## config.mk

```make
export PLATFORM = sky130hd
export DESIGN_NAME = dbg_flag_mailbox
export DESIGN_NICKNAME = d
export VERILOG_FILES = /design/src/rtl/dbg_mbox_pkg.sv /design/src/rtl/dbg_mbox_decode.sv /design/src/rtl/dbg_mbox_hart_flags.sv /design/src/rtl/dbg_mbox_readback.sv /design/src/rtl/dbg_flag_mailbox.sv
export SDC_FILE = /design/constraint.sdc
export NUM_CORES = 1
export LEC_CHECK = 0
export BUFFER_PORTS_ARGS = -buffer_cell sky130_fd_sc_hd__buf_2
export CORE_AREA = 10 10 85 87
export DETAILED_ROUTE_END_ITERATION = 7
export DIE_AREA = 0 0 95 97
export PLACE_DENSITY = 0.71
export SLEW_MARGIN = 10
export SYNTH_ARGS = -nofsm -noshare
export SYNTH_HDL_FRONTEND = slang
export SYNTH_SLANG_ARGS = --single-unit
```

## constraint.sdc

```tcl
create_clock -name clk -period 1 [get_ports clk]
set_input_delay 0.2 -clock clk [delete_from_list [all_inputs] [get_ports clk]]
set_output_delay 0.2 -clock clk [all_outputs]
set_load 0.03 [all_outputs]
```

## src/rtl/dbg_mbox_pkg.sv

```systemverilog
package dbg_mbox_pkg;

    // Offsets inside the debug region (byte addresses)
    localparam int unsigned OFS_HALTED    = 'h100;
    localparam int unsigned OFS_GOING     = 'h104;
    localparam int unsigned OFS_RESUMING  = 'h108;
    localparam int unsigned OFS_EXCEPTION = 'h10C;
    localparam int unsigned FLAG_BASE     = 'h400;
    localparam int unsigned FLAG_SPAN     = 'h400;

    // Bit positions inside a flag byte
    localparam int unsigned GO_BIT     = 0;
    localparam int unsigned RESUME_BIT = 1;

    // One decoded hart-bus event per cycle
    typedef struct packed {
        logic mark_halted;
        logic clr_go;
        logic clr_resume;
        logic raise_exc;
        logic flag_rd;
    } bus_evt_t;

endpackage

```

## src/rtl/dbg_mbox_decode.sv

```systemverilog
module dbg_mbox_decode
    import dbg_mbox_pkg::*;
#(
    parameter int unsigned ADDR_W = 12,
    parameter int unsigned DATA_W = 32,
    parameter int unsigned NHARTS = 6,
    parameter int unsigned ID_W   = 3,
    parameter int unsigned IDX_W  = 8
) (
    input  logic              bus_req,
    input  logic              bus_we,
    input  logic [ADDR_W-1:0] bus_addr,
    input  logic [DATA_W-1:0] bus_wdata,
    output bus_evt_t          evt,
    output logic [ID_W-1:0]   evt_id,
    output logic [IDX_W-1:0]  rd_word
);

    logic store;
    logic load;
    logic id_ok;
    logic in_flags;

    always_comb begin
        store    = bus_req && bus_we;
        load     = bus_req && !bus_we;
        id_ok    = (bus_wdata < DATA_W'(NHARTS));
        in_flags = (bus_addr >= ADDR_W'(FLAG_BASE)) &&
                   (bus_addr <  ADDR_W'(FLAG_BASE + FLAG_SPAN));

        evt             = '0;
        evt.mark_halted = store && id_ok && (bus_addr == ADDR_W'(OFS_HALTED));
        evt.clr_go      = store && id_ok && (bus_addr == ADDR_W'(OFS_GOING));
        evt.clr_resume  = store && id_ok && (bus_addr == ADDR_W'(OFS_RESUMING));
        evt.raise_exc   = store && (bus_addr == ADDR_W'(OFS_EXCEPTION));
        evt.flag_rd     = load && in_flags;

        evt_id  = bus_wdata[ID_W-1:0];
        rd_word = bus_addr[IDX_W+1:2];
    end

endmodule

```

## src/rtl/dbg_mbox_hart_flags.sv

```systemverilog
module dbg_mbox_hart_flags
    import dbg_mbox_pkg::*;
#(
    parameter int unsigned NHARTS = 6,
    parameter int unsigned ID_W   = 3
) (
    input  logic              clk,
    input  logic              rst_n,
    input  bus_evt_t          evt,
    input  logic [ID_W-1:0]   evt_id,
    input  logic              go_req,
    input  logic [ID_W-1:0]   go_hart,
    input  logic [NHARTS-1:0] resume_req,
    output logic [NHARTS-1:0] go_o,
    output logic [NHARTS-1:0] resume_o,
    output logic [NHARTS-1:0] halted_o
);

    typedef struct packed {
        logic [NHARTS-1:0] go;
        logic [NHARTS-1:0] resume;
        logic [NHARTS-1:0] halted;
    } flag_state_t;

    flag_state_t state_d, state_q;

    logic [NHARTS-1:0] go_nx;
    logic [NHARTS-1:0] resume_nx;
    logic [NHARTS-1:0] halted_nx;

    // Per-hart next-state slice; clear wins over set
    for (genvar h = 0; h < NHARTS; h++) begin : g_hart
        logic sel;
        logic go_set;
        assign sel    = (evt_id == ID_W'(h));
        assign go_set = go_req && (go_hart == ID_W'(h));

        always_comb begin
            go_nx[h] = state_q.go[h];
            if (go_set)
                go_nx[h] = 1'b1;
            if (evt.clr_go && sel)
                go_nx[h] = 1'b0;

            resume_nx[h] = state_q.resume[h];
            if (resume_req[h])
                resume_nx[h] = 1'b1;
            if (evt.clr_resume && sel)
                resume_nx[h] = 1'b0;

            halted_nx[h] = state_q.halted[h];
            if (evt.mark_halted && sel)
                halted_nx[h] = 1'b1;
            if (evt.clr_resume && sel)
                halted_nx[h] = 1'b0;
        end
    end

    always_comb begin
        state_d        = state_q;
        state_d.go     = go_nx;
        state_d.resume = resume_nx;
        state_d.halted = halted_nx;
    end

    always_ff @(posedge clk or negedge rst_n) begin
        if (!rst_n)
            state_q <= '0;
        else
            state_q <= state_d;
    end

    assign go_o     = state_q.go;
    assign resume_o = state_q.resume;
    assign halted_o = state_q.halted;

endmodule

```

## src/rtl/dbg_mbox_readback.sv

```systemverilog
module dbg_mbox_readback
    import dbg_mbox_pkg::*;
#(
    parameter int unsigned DATA_W = 32,
    parameter int unsigned NHARTS = 6,
    parameter int unsigned IDX_W  = 8
) (
    input  logic              clk,
    input  logic              rst_n,
    input  logic              flag_rd,
    input  logic [IDX_W-1:0]  rd_word,
    input  logic [NHARTS-1:0] go_i,
    input  logic [NHARTS-1:0] resume_i,
    output logic [DATA_W-1:0] rdata_o
);

    localparam int unsigned LANES  = DATA_W / 8;
    localparam int unsigned LANE_W = (LANES > 1) ? $clog2(LANES) : 1;
    localparam int unsigned HIDX_W = IDX_W + LANE_W;

    typedef struct packed {
        logic [DATA_W-1:0] rdata;
    } rb_state_t;

    rb_state_t state_d, state_q;
    logic [DATA_W-1:0] word_nx;

    for (genvar k = 0; k < LANES; k++) begin : g_lane
        logic [HIDX_W-1:0] lane_hart;
        logic [7:0]        lane_byte;
        assign lane_hart = {rd_word, LANE_W'(k)};

        always_comb begin
            lane_byte = '0;
            for (int h = 0; h < NHARTS; h++) begin
                if (lane_hart == HIDX_W'(h)) begin
                    lane_byte[GO_BIT]     = go_i[h];
                    lane_byte[RESUME_BIT] = resume_i[h];
                end
            end
        end

        assign word_nx[8*k +: 8] = lane_byte;
    end

    always_comb begin
        state_d       = state_q;
        state_d.rdata = flag_rd ? word_nx : '0;
    end

    always_ff @(posedge clk or negedge rst_n) begin
        if (!rst_n)
            state_q <= '0;
        else
            state_q <= state_d;
    end

    assign rdata_o = state_q.rdata;

endmodule

```

## src/rtl/dbg_flag_mailbox.sv

```systemverilog
module dbg_flag_mailbox
    import dbg_mbox_pkg::*;
#(
    parameter int unsigned ADDR_W = 12,
    parameter int unsigned DATA_W = 32,
    parameter int unsigned NHARTS = 6,
    parameter int unsigned ID_W   = (NHARTS > 1) ? $clog2(NHARTS) : 1
) (
    input  logic              clk,
    input  logic              rst_n,
    input  logic              bus_req,
    input  logic              bus_we,
    input  logic [ADDR_W-1:0] bus_addr,
    input  logic [DATA_W-1:0] bus_wdata,
    output logic [DATA_W-1:0] bus_rdata,
    input  logic              dbg_go_req,
    input  logic [ID_W-1:0]   dbg_go_hart,
    input  logic [NHARTS-1:0] dbg_resume_req,
    input  logic              dbg_exc_ack,
    output logic [NHARTS-1:0] flag_go,
    output logic [NHARTS-1:0] flag_resume,
    output logic [NHARTS-1:0] hart_halted,
    output logic              dbg_exception
);

    localparam int unsigned IDX_W = $clog2(FLAG_SPAN) - 2;

    typedef struct packed {
        logic exc;
    } top_state_t;

    bus_evt_t          evt;
    logic [ID_W-1:0]   evt_id;
    logic [IDX_W-1:0]  rd_word;
    top_state_t        state_d, state_q;

    dbg_mbox_decode #(
        .ADDR_W (ADDR_W),
        .DATA_W (DATA_W),
        .NHARTS (NHARTS),
        .ID_W   (ID_W),
        .IDX_W  (IDX_W)
    ) i_decode (
        .bus_req   (bus_req),
        .bus_we    (bus_we),
        .bus_addr  (bus_addr),
        .bus_wdata (bus_wdata),
        .evt       (evt),
        .evt_id    (evt_id),
        .rd_word   (rd_word)
    );

    dbg_mbox_hart_flags #(
        .NHARTS (NHARTS),
        .ID_W   (ID_W)
    ) i_flags (
        .clk        (clk),
        .rst_n      (rst_n),
        .evt        (evt),
        .evt_id     (evt_id),
        .go_req     (dbg_go_req),
        .go_hart    (dbg_go_hart),
        .resume_req (dbg_resume_req),
        .go_o       (flag_go),
        .resume_o   (flag_resume),
        .halted_o   (hart_halted)
    );

    dbg_mbox_readback #(
        .DATA_W (DATA_W),
        .NHARTS (NHARTS),
        .IDX_W  (IDX_W)
    ) i_readback (
        .clk      (clk),
        .rst_n    (rst_n),
        .flag_rd  (evt.flag_rd),
        .rd_word  (rd_word),
        .go_i     (flag_go),
        .resume_i (flag_resume),
        .rdata_o  (bus_rdata)
    );

    // Sticky exception: a new exception store outranks the acknowledge
    always_comb begin
        state_d = state_q;
        if (dbg_exc_ack)
            state_d.exc = 1'b0;
        if (evt.raise_exc)
            state_d.exc = 1'b1;
    end

    always_ff @(posedge clk or negedge rst_n) begin
        if (!rst_n)
            state_q <= '0;
        else
            state_q <= state_d;
    end

    assign dbg_exception = state_q.exc;

endmodule

```

==> summary.md, run 1 <==
| Metric | Value |
|---|---|
| Outcome | `complete, but fails checks` |
| Failing checks | `setup timing` |
| Vias in the first global route | `1838` |
| Ports | `110` |
| Row count | `27` |
| Final period util | `108%` |
| Peak VDD IR | `463 uV` |
| CTS buffer count | `3` |
| Critical-path cell list | `buf_6 > nor4_4 > and3_4 > and4_4 > a31oi_1` |
| CTS Root Cell | `clkbuf_8` |
| Dominant synthesized flop cell | `dfrtp_1` |
| Die W | `95 um` |
| RSZ-0062 raised after global routing | `yes` |
| Antenna viol nets, final | `0` |
| Initial core utilization | `28.9%` |
| Drt wl/cell | `15.7 um` |
| Multi-input gate area | `845 um^2` |
| Setup ws final | `-0.0766 ns` |
| Crit Path Max Fanout | `6` |
| Overflow after GRT | `0` |
| Total power draw | `2.31 mW` |
| Ys async rst share | `100%` |
| Cell area after synthesis | `1580 um^2` |
| WS Path Type | `input pin to flip-flop` |
| Pwr dens | `882 nW/um^2` |
| WL final | `5390 um` |
| Register Area | `676 um^2` |
| Area delta synth->final | `65.4%` |
| Startpoint types | `input pin` |
| Drt first-iter violations | `42` |
| Hold Path Class | `input pin to flip-flop` |
| Clock buffer depth | `2` |
| # setup viols final | `41` |
| First-pass DRT Iterations | `4` |
| Most common cell in the netlist | `dfrtp_1` |
| Pleak | `1.28 nW` |
| Die Height | `97 um` |
| Yosys top cell area share | `42.8%` |
| Fin nets | `332` |
| DR vias/cell | `4.61` |
| Final Hold Vio Count | `0` |
| Clk Latency, worst-skew pair | `0.28 ns` |
| Slew Limit Fails | `0` |
| Seq/Total Area, Yosys | `42.8%` |
| Achievable frequency | `0.929 GHz` |
| Largest area contributor in the netlist | `dfrtp_1` |
| First-pass GRT wire length | `8490 um` |
| Final HPWL DP | `4250 um` |
| Most common library cells after synthesis | `dfrtp_1, buf_4, a31oi_1, nor2_1` |
| MaxCap Viol Count | `0` |
| Layout Utilization | `47.8%` |
| Ys Warns | `0` |
| Avg Cell Area, Syn | `10.3 um^2` |
| CP peak stage delay | `0.29 ns` |
| N_diodes | `0` |
| Vias | `1586` |
| Initial antenna violation count | `0` |
| Htree depth | `1` |
| Dominant cells by area after synthesis | `dfrtp_1, buf_4, mux2i_1, a31oi_1, nor4bb_1` |
| DRC | `0` |
| Yosys reg bits | `27` |
| Post-Synthesis Cells | `154` |
| GR Util All Layers | `11.3%` |
| Arr. time, crit path | `1.23 ns` |
| Filler cells | `530` |
| Clock sink count | `27` |
| CTS clock-pin slew for the worst setup and hold paths | `0.10 ns` |
| Fin cells | `344` |
| Die Area | `9220 um^2` |
| I/O Buffers | `85` |
| Critical Path Sink Type | `flip-flop` |
| Synth cell types | `32` |
| Layout cells sized above 1 | `53.7%` |
| Largest net degree at the start of global routing | `17` |
| Worst Path Required | `1.15 ns` |
| Minimum period implied by the final worst setup slack | `1.08 ns` |
| Core ar. | `5470 um^2` |
| Number of flops mapped to enable cells by yosys | `0` |
| Gp weighted congestion | `0.769` |
| Worst Clk Skew | `0.00728 ns` |
| R2r setup slk | `0.04 ns` |
| Critical-path top delay cell | `nor4_4` |
| Clock tree from TritonCTS | `yes` |
| Inst Count DP | `327` |
[logic make-up after synthesis]
family | after synthesis | synth area share, %
AND/OR/NAND/NOR | 56 | 24.5
buffers and inverters | 40 | 17.9
flip-flops | 27 | 42.8
AO/OA/AOI/OAI | 20 | 8.31
multiplexers | 10 | 6.33
other | 1 | 0.237
[metal layers]
metal  global-route usage (%)  wire length [um]  up-vias
met4                     2.86                40        0
met2                     19.9              2700       78
met1                     12.4              2130      749
met3                     4.09               516        4
li1                         -                 -      755
met5                        0                 0        -
[flip-flops by register name, summed over array words and instances (netlist names)]
name and flops:
i_flags.go_o 6, i_readback.rdata_o 8, dbg_exception 1, i_flags.halted_o 6, i_flags.resume_o 6
[per-stage QoR]
stage / instance area, um^2 / hold slack, ns / setup TNS [ns] / worst slack, ns
6_report: 2610 / 0.105 / -1.51 / -0.0766
5_1_grt: 2610 / 0.0980 / -3.71 / -0.124
4_1_cts: 2560 / 0.103 / -1.43 / -0.0690
3_5_place_dp: 2130 / 0.101 / -10.01 / -0.443
3_3_place_gp: 2130 / 0.0935 / -9.95 / -0.439
2_1_floorplan: 1710 / -0.0956 / -4.79 / -0.316
[where the power goes]
| part | switching [mW] | internal [mW] | total, mW |
|---|---|---|---|
| Combinational | 0.326 | 0.232 | 0.559 |
| Clock | 0.349 | 0.283 | 0.632 |
| Sequential | 0.0109 | 1.10 | 1.11 |
[cells in the final DEF (no fill, tap or decap), types with 4 or more instances in the layout]
cell,Yosys,routed
buf_2,0,50
buf_6,2,37
buf_4,24,32
dfrtp_1,27,27
conb_1,1,24
a31oi_1,12,11
nor2_1,12,10
mux2i_1,10,10
inv_1,10,10
nand4_1,8,8
nor4_2,0,5
and2_1,4,4
a41oi_1,4,4
[final cells by class]
type	count	share of cell area, %
tap	72	3.45
timing repair buffer	120	35.1
multi-input combinational	111	32.3
inverter	10	1.44
clock inverter	1	0.287
clock buffer	3	1.58
sequential	27	25.8
[worst max-delay path: cells and delay by family]
family          cells  cell delay (ns)
buf+inv             1             0.09
simple gates        3             0.84
compound gates      1             0.10
[final timing paths]
path / start / cells after the start / to
max in group asynchronous: rst_n / 3 / i_flags.go_o[2]
worst max-delay path: bus_addr[11] / 5 / i_flags.resume_o[1]
worst max register to register: i_flags.resume_o[2] / 4 / i_flags.resume_o[2]
worst min-delay path: dbg_exc_ack / 2 / dbg_exception
min in group asynchronous: rst_n / 2 / i_readback.rdata_o[9]
worst min register to register: i_flags.halted_o[1] / 2 / i_flags.halted_o[1]
[repair_timing]
item                       4_1_cts  5_1_grt
gates cloned                     1        0
hold buffers                     1        0
setup buffers                    9        2
setup endpoints to repair       49       53
gates resized for setup         77        7
hold endpoints to repair        11        0
pin swaps                       19       12
Power figures use the tool's default switching activity.
==> inputs of run 2 (changes only) <==
Settings changed: CORE_AREA 10 10 85 87 to 10 10 89 91, DIE_AREA 0 0 95 97 to 0 0 99 101, PLACE_DENSITY 0.71 to 0.69, SYNTH_HIERARCHICAL set to 1.
==> summary.md, run 2 <==
| Metric | Value |
|---|---|
| Outcome | `complete, but fails checks (unchanged)` |
| Failing checks | `setup timing (unchanged)` |
| WL final | `5470 um (was 5390 um)` |
| Post-Synthesis Cells | `160 (was 154)` |
| Synth Area in Simple Gates | `29.0% (was 24.5%)` |
| Die Height | `101 um (was 97 um)` |
| MaxCap Viol Count | `0 (unchanged)` |
| Antenna viol nets, final | `0 (unchanged)` |
| Final period util | `144% (was 108%)` |
| Pleak | `1.35 nW (was 1.28 nW)` |
| RR Startpoint | `i_flags/go_o[0] (was i_flags.resume_o[2])` |
| Htree depth | `1 (unchanged)` |
| Gate power share | `25.4% (was 24.2%)` |
| Synth cell types | `40 (was 32)` |
| Most common library cells after synthesis | `buf_4, dfrtp_1, nor2_1, nor4_1, inv_1 (was dfrtp_1, buf_4, a31oi_1, nor2_1)` |
| Peak VDD IR | `466 uV (was 463 uV)` |
| Setup Slack @ Placement | `-0.725 ns (was -0.443 ns)` |
| GR Util All Layers | `10.2% (was 11.3%)` |
| Minimum period implied by the final worst setup slack | `1.44 ns (was 1.08 ns)` |
| Inst Count DP | `321 (was 327)` |
| I/O Buffers | `85 (unchanged)` |
| Die W | `99 um (was 95 um)` |
| Total power draw | `2.32 mW (was 2.31 mW)` |
| Final Hold Vio Count | `0 (unchanged)` |
| Clk Latency, worst-skew pair | `0.27 ns (was 0.28 ns)` |
| WHS | `0.165 ns (was 0.105 ns)` |
| Setup ws final | `-0.442 ns (was -0.0766 ns)` |
| Total negative slack | `-8.43 ns (was -1.51 ns)` |
| Yosys top cell area share | `39.1% (was 42.8%)` |
| Fin nets | `329 (was 332)` |
| # setup viols final | `44 (was 41)` |
| Area delta synth->final | `64.9% (was 65.4%)` |
| Clock sink count | `27 (unchanged)` |
| First-pass GRT wire length | `8470 um (was 8490 um)` |
| Drt first-iter violations | `62 (was 42)` |
| Multiplexer share of the synthesized area | `2.32% (was 6.33%)` |
| Worst Clk Skew | `0.0112 ns (was 0.00728 ns)` |
| Ys async rst share | `100% (unchanged)` |
| CTS clock-pin slew for the worst setup and hold paths | `0.10 ns (about the same)` |
| Compound-Gate Fraction of Synth Area | `9.55% (was 8.31%)` |
| Dominant synthesized flop cell | `dfrtp_1 (unchanged)` |
| Clk network pwr share | `26.5% (was 27.4%)` |
| Clock tree from TritonCTS | `yes (unchanged)` |
| Power share of the sequential group | `48.1% (was 48.4%)` |
| Largest area contributor in the netlist | `dfrtp_1 (unchanged)` |
| Overflow after GRT | `0 (unchanged)` |
| Worst Path Required | `1.20 ns (was 1.15 ns)` |
| Clock buffer depth | `2 (unchanged)` |
| Gp weighted congestion | `0.739 (was 0.769)` |
| WS Path Type | `input pin to flip-flop (unchanged)` |
| Achievable frequency | `0.694 GHz (was 0.929 GHz)` |
| Ports | `110 (unchanged)` |
| Yosys reg bits | `27 (unchanged)` |
| DRC | `0 (unchanged)` |
| Hold Path Class | `input pin to flip-flop (unchanged)` |
| Ys Warns | `6 (was 0)` |
| Adder-cell area share of the yosys netlist | `0% (unchanged)` |
| Layout Utilization | `46.0% (was 47.8%)` |
| Cell area after synthesis | `1730 um^2 (was 1580 um^2)` |
| Fin cells | `347 (was 344)` |
| Dominant cells by area after synthesis | `dfrtp_1, buf_4, nor4_1, o22a_1, and4bb_1 (was dfrtp_1, buf_4, mux2i_1, a31oi_1, nor4bb_1)` |
| XOR/XNOR Fraction of Synth Area | `0% (unchanged)` |
| Die Area | `10000 um^2 (was 9220 um^2)` |
| Largest net degree at the start of global routing | `28 (was 17)` |
| First-pass DRT Iterations | `4 (unchanged)` |
| Avg Cell Area, Syn | `10.8 um^2 (was 10.3 um^2)` |
| Post-placement cell area | `2280 um^2 (was 2130 um^2)` |
| CTS buffer count | `3 (unchanged)` |
| CTS Root Cell | `clkbuf_8 (unchanged)` |
| Seq/Total Area, Yosys | `39.1% (was 42.8%)` |
| Final HPWL DP | `4250 um (about the same)` |
| P_int | `1.63 mW (was 1.62 mW)` |
| Switching power total | `687 uW (was 686 uW)` |
| DR vias/cell | `4.57 (was 4.61)` |
| Design Area, Final | `2850 um^2 (was 2610 um^2)` |
| Core ar. | `6200 um^2 (was 5470 um^2)` |
| Startpoint types | `input pin (unchanged)` |
| Vias in the first global route | `1757 (was 1838)` |
| Hold_sp | `dbg_resume_req[3] (was dbg_exc_ack)` |
| Row count | `29 (was 27)` |
| Initial antenna violation count | `3 (was 0)` |
| Most common cell after layout, fill and taps aside | `buf_2 (unchanged)` |
| Arr. time, crit path | `1.64 ns (was 1.23 ns)` |
| Slew Limit Fails | `0 (unchanged)` |
| Critical Path Sink Type | `flip-flop (unchanged)` |
| Most frequent cells in the layout | `buf_2, buf_6, buf_4 (unchanged)` |
| CP startpoint | `bus_wdata[7] (was bus_addr[11])` |
| Switching Fraction | `29.6% (was 29.7%)` |
| Vias | `1585 (was 1586)` |
| Max FFs per register | `8 (unchanged)` |
| Largest family of logic cells by synthesized area | `simple AND/OR/NAND/NOR gates (unchanged)` |
| Most common cell in the netlist | `buf_4 (was dfrtp_1)` |
| RSZ-0062 raised after global routing | `yes (unchanged)` |
| Initial core utilization | `27.9% (was 28.9%)` |
| Drt wl/cell | `15.8 um (was 15.7 um)` |
| Pwr dens | `813 nW/um^2 (was 882 nW/um^2)` |
| Number of flops mapped to enable cells by yosys | `0 (unchanged)` |
| Layout cells sized above 1 | `58.0% (was 53.7%)` |
| Crit Path Max Fanout | `6 (unchanged)` |
[run 2: power groups by stage]
stage | clock, mW | sequential [mW] | combinational, mW
after floorplan | 0 | 1.16 | 0.343
after detailed placement | 0 | 1.14 | 0.492
final | 0.614 | 1.12 | 0.589
after global routing | 0.676 | 1.12 | 0.631
after CTS | 0.630 | 1.12 | 0.572
after global placement | 0 | 1.14 | 0.485
[run 2: worst paths after layout]
path                       slack, ns  cells after the start               endpoint
max reg2reg                     0.02                      3  i_readback/rdata_o[0]
max                            -0.44                      8    i_flags/halted_o[2]
min in group asynchronous       0.46                      3        i_flags/go_o[5]
max in group asynchronous       0.26                      3    i_flags/halted_o[4]
min                             0.16                      2    i_flags/resume_o[3]
min reg2reg                     0.58                      1        i_flags/go_o[2]
[run 2: cell families (layout without fill, tap and decap cells)]
group / after synthesis / count (layout)
compound gates: 19 / 19
buf+inv: 48 / 134
flops: 27 / 27
mux: 4 / 4
other cells: 1 / 25
simple gates: 61 / 61
[run 2: layout make-up]
| class | count | area (um^2) |
|---|---|---|
| flip-flops and latches | 27 | 676 |
| multi-input cells | 108 | 1010 |
| clock buffers | 4 | 45.0 |
| diodes | 1 | 2.50 |
| repair buffers | 123 | 997 |
| fillers | 570 | 3350 |
| inverters | 7 | 26.3 |
| well taps | 77 | 96.3 |
[run 2: routing by layer]
metal  up-vias  wire [um]  global-route usage (%)  share of wire, %
met2        63       2830                    18.0                52
li1        758          -                       -                 -
met4         4         56                    3.09               1.0
met1       752       2150                    11.0                39
met5         -         25                       0              0.46
met3         8        412                    3.70               7.5
[run 2: worst max-delay path: stages]
cell	delay (ns)
buf_6	0.10
nor4_4	0.27
nand3_2	0.19
buf_6	0.17
nor4_4	0.15
buf_4	0.18
and4bb_1	0.22
a2bb2oi_2	0.14
[run 2: repair_timing]
item / CTS / global route
setup buffers: 15 / 5
pin swaps: 18 / 6
endpoints found under the setup margin: 53 / 53
gates resized for setup: 76 / 10
hold buffers: 1 / 0
endpoints found under the hold margin: 27 / 0
cloned: 0 / 0
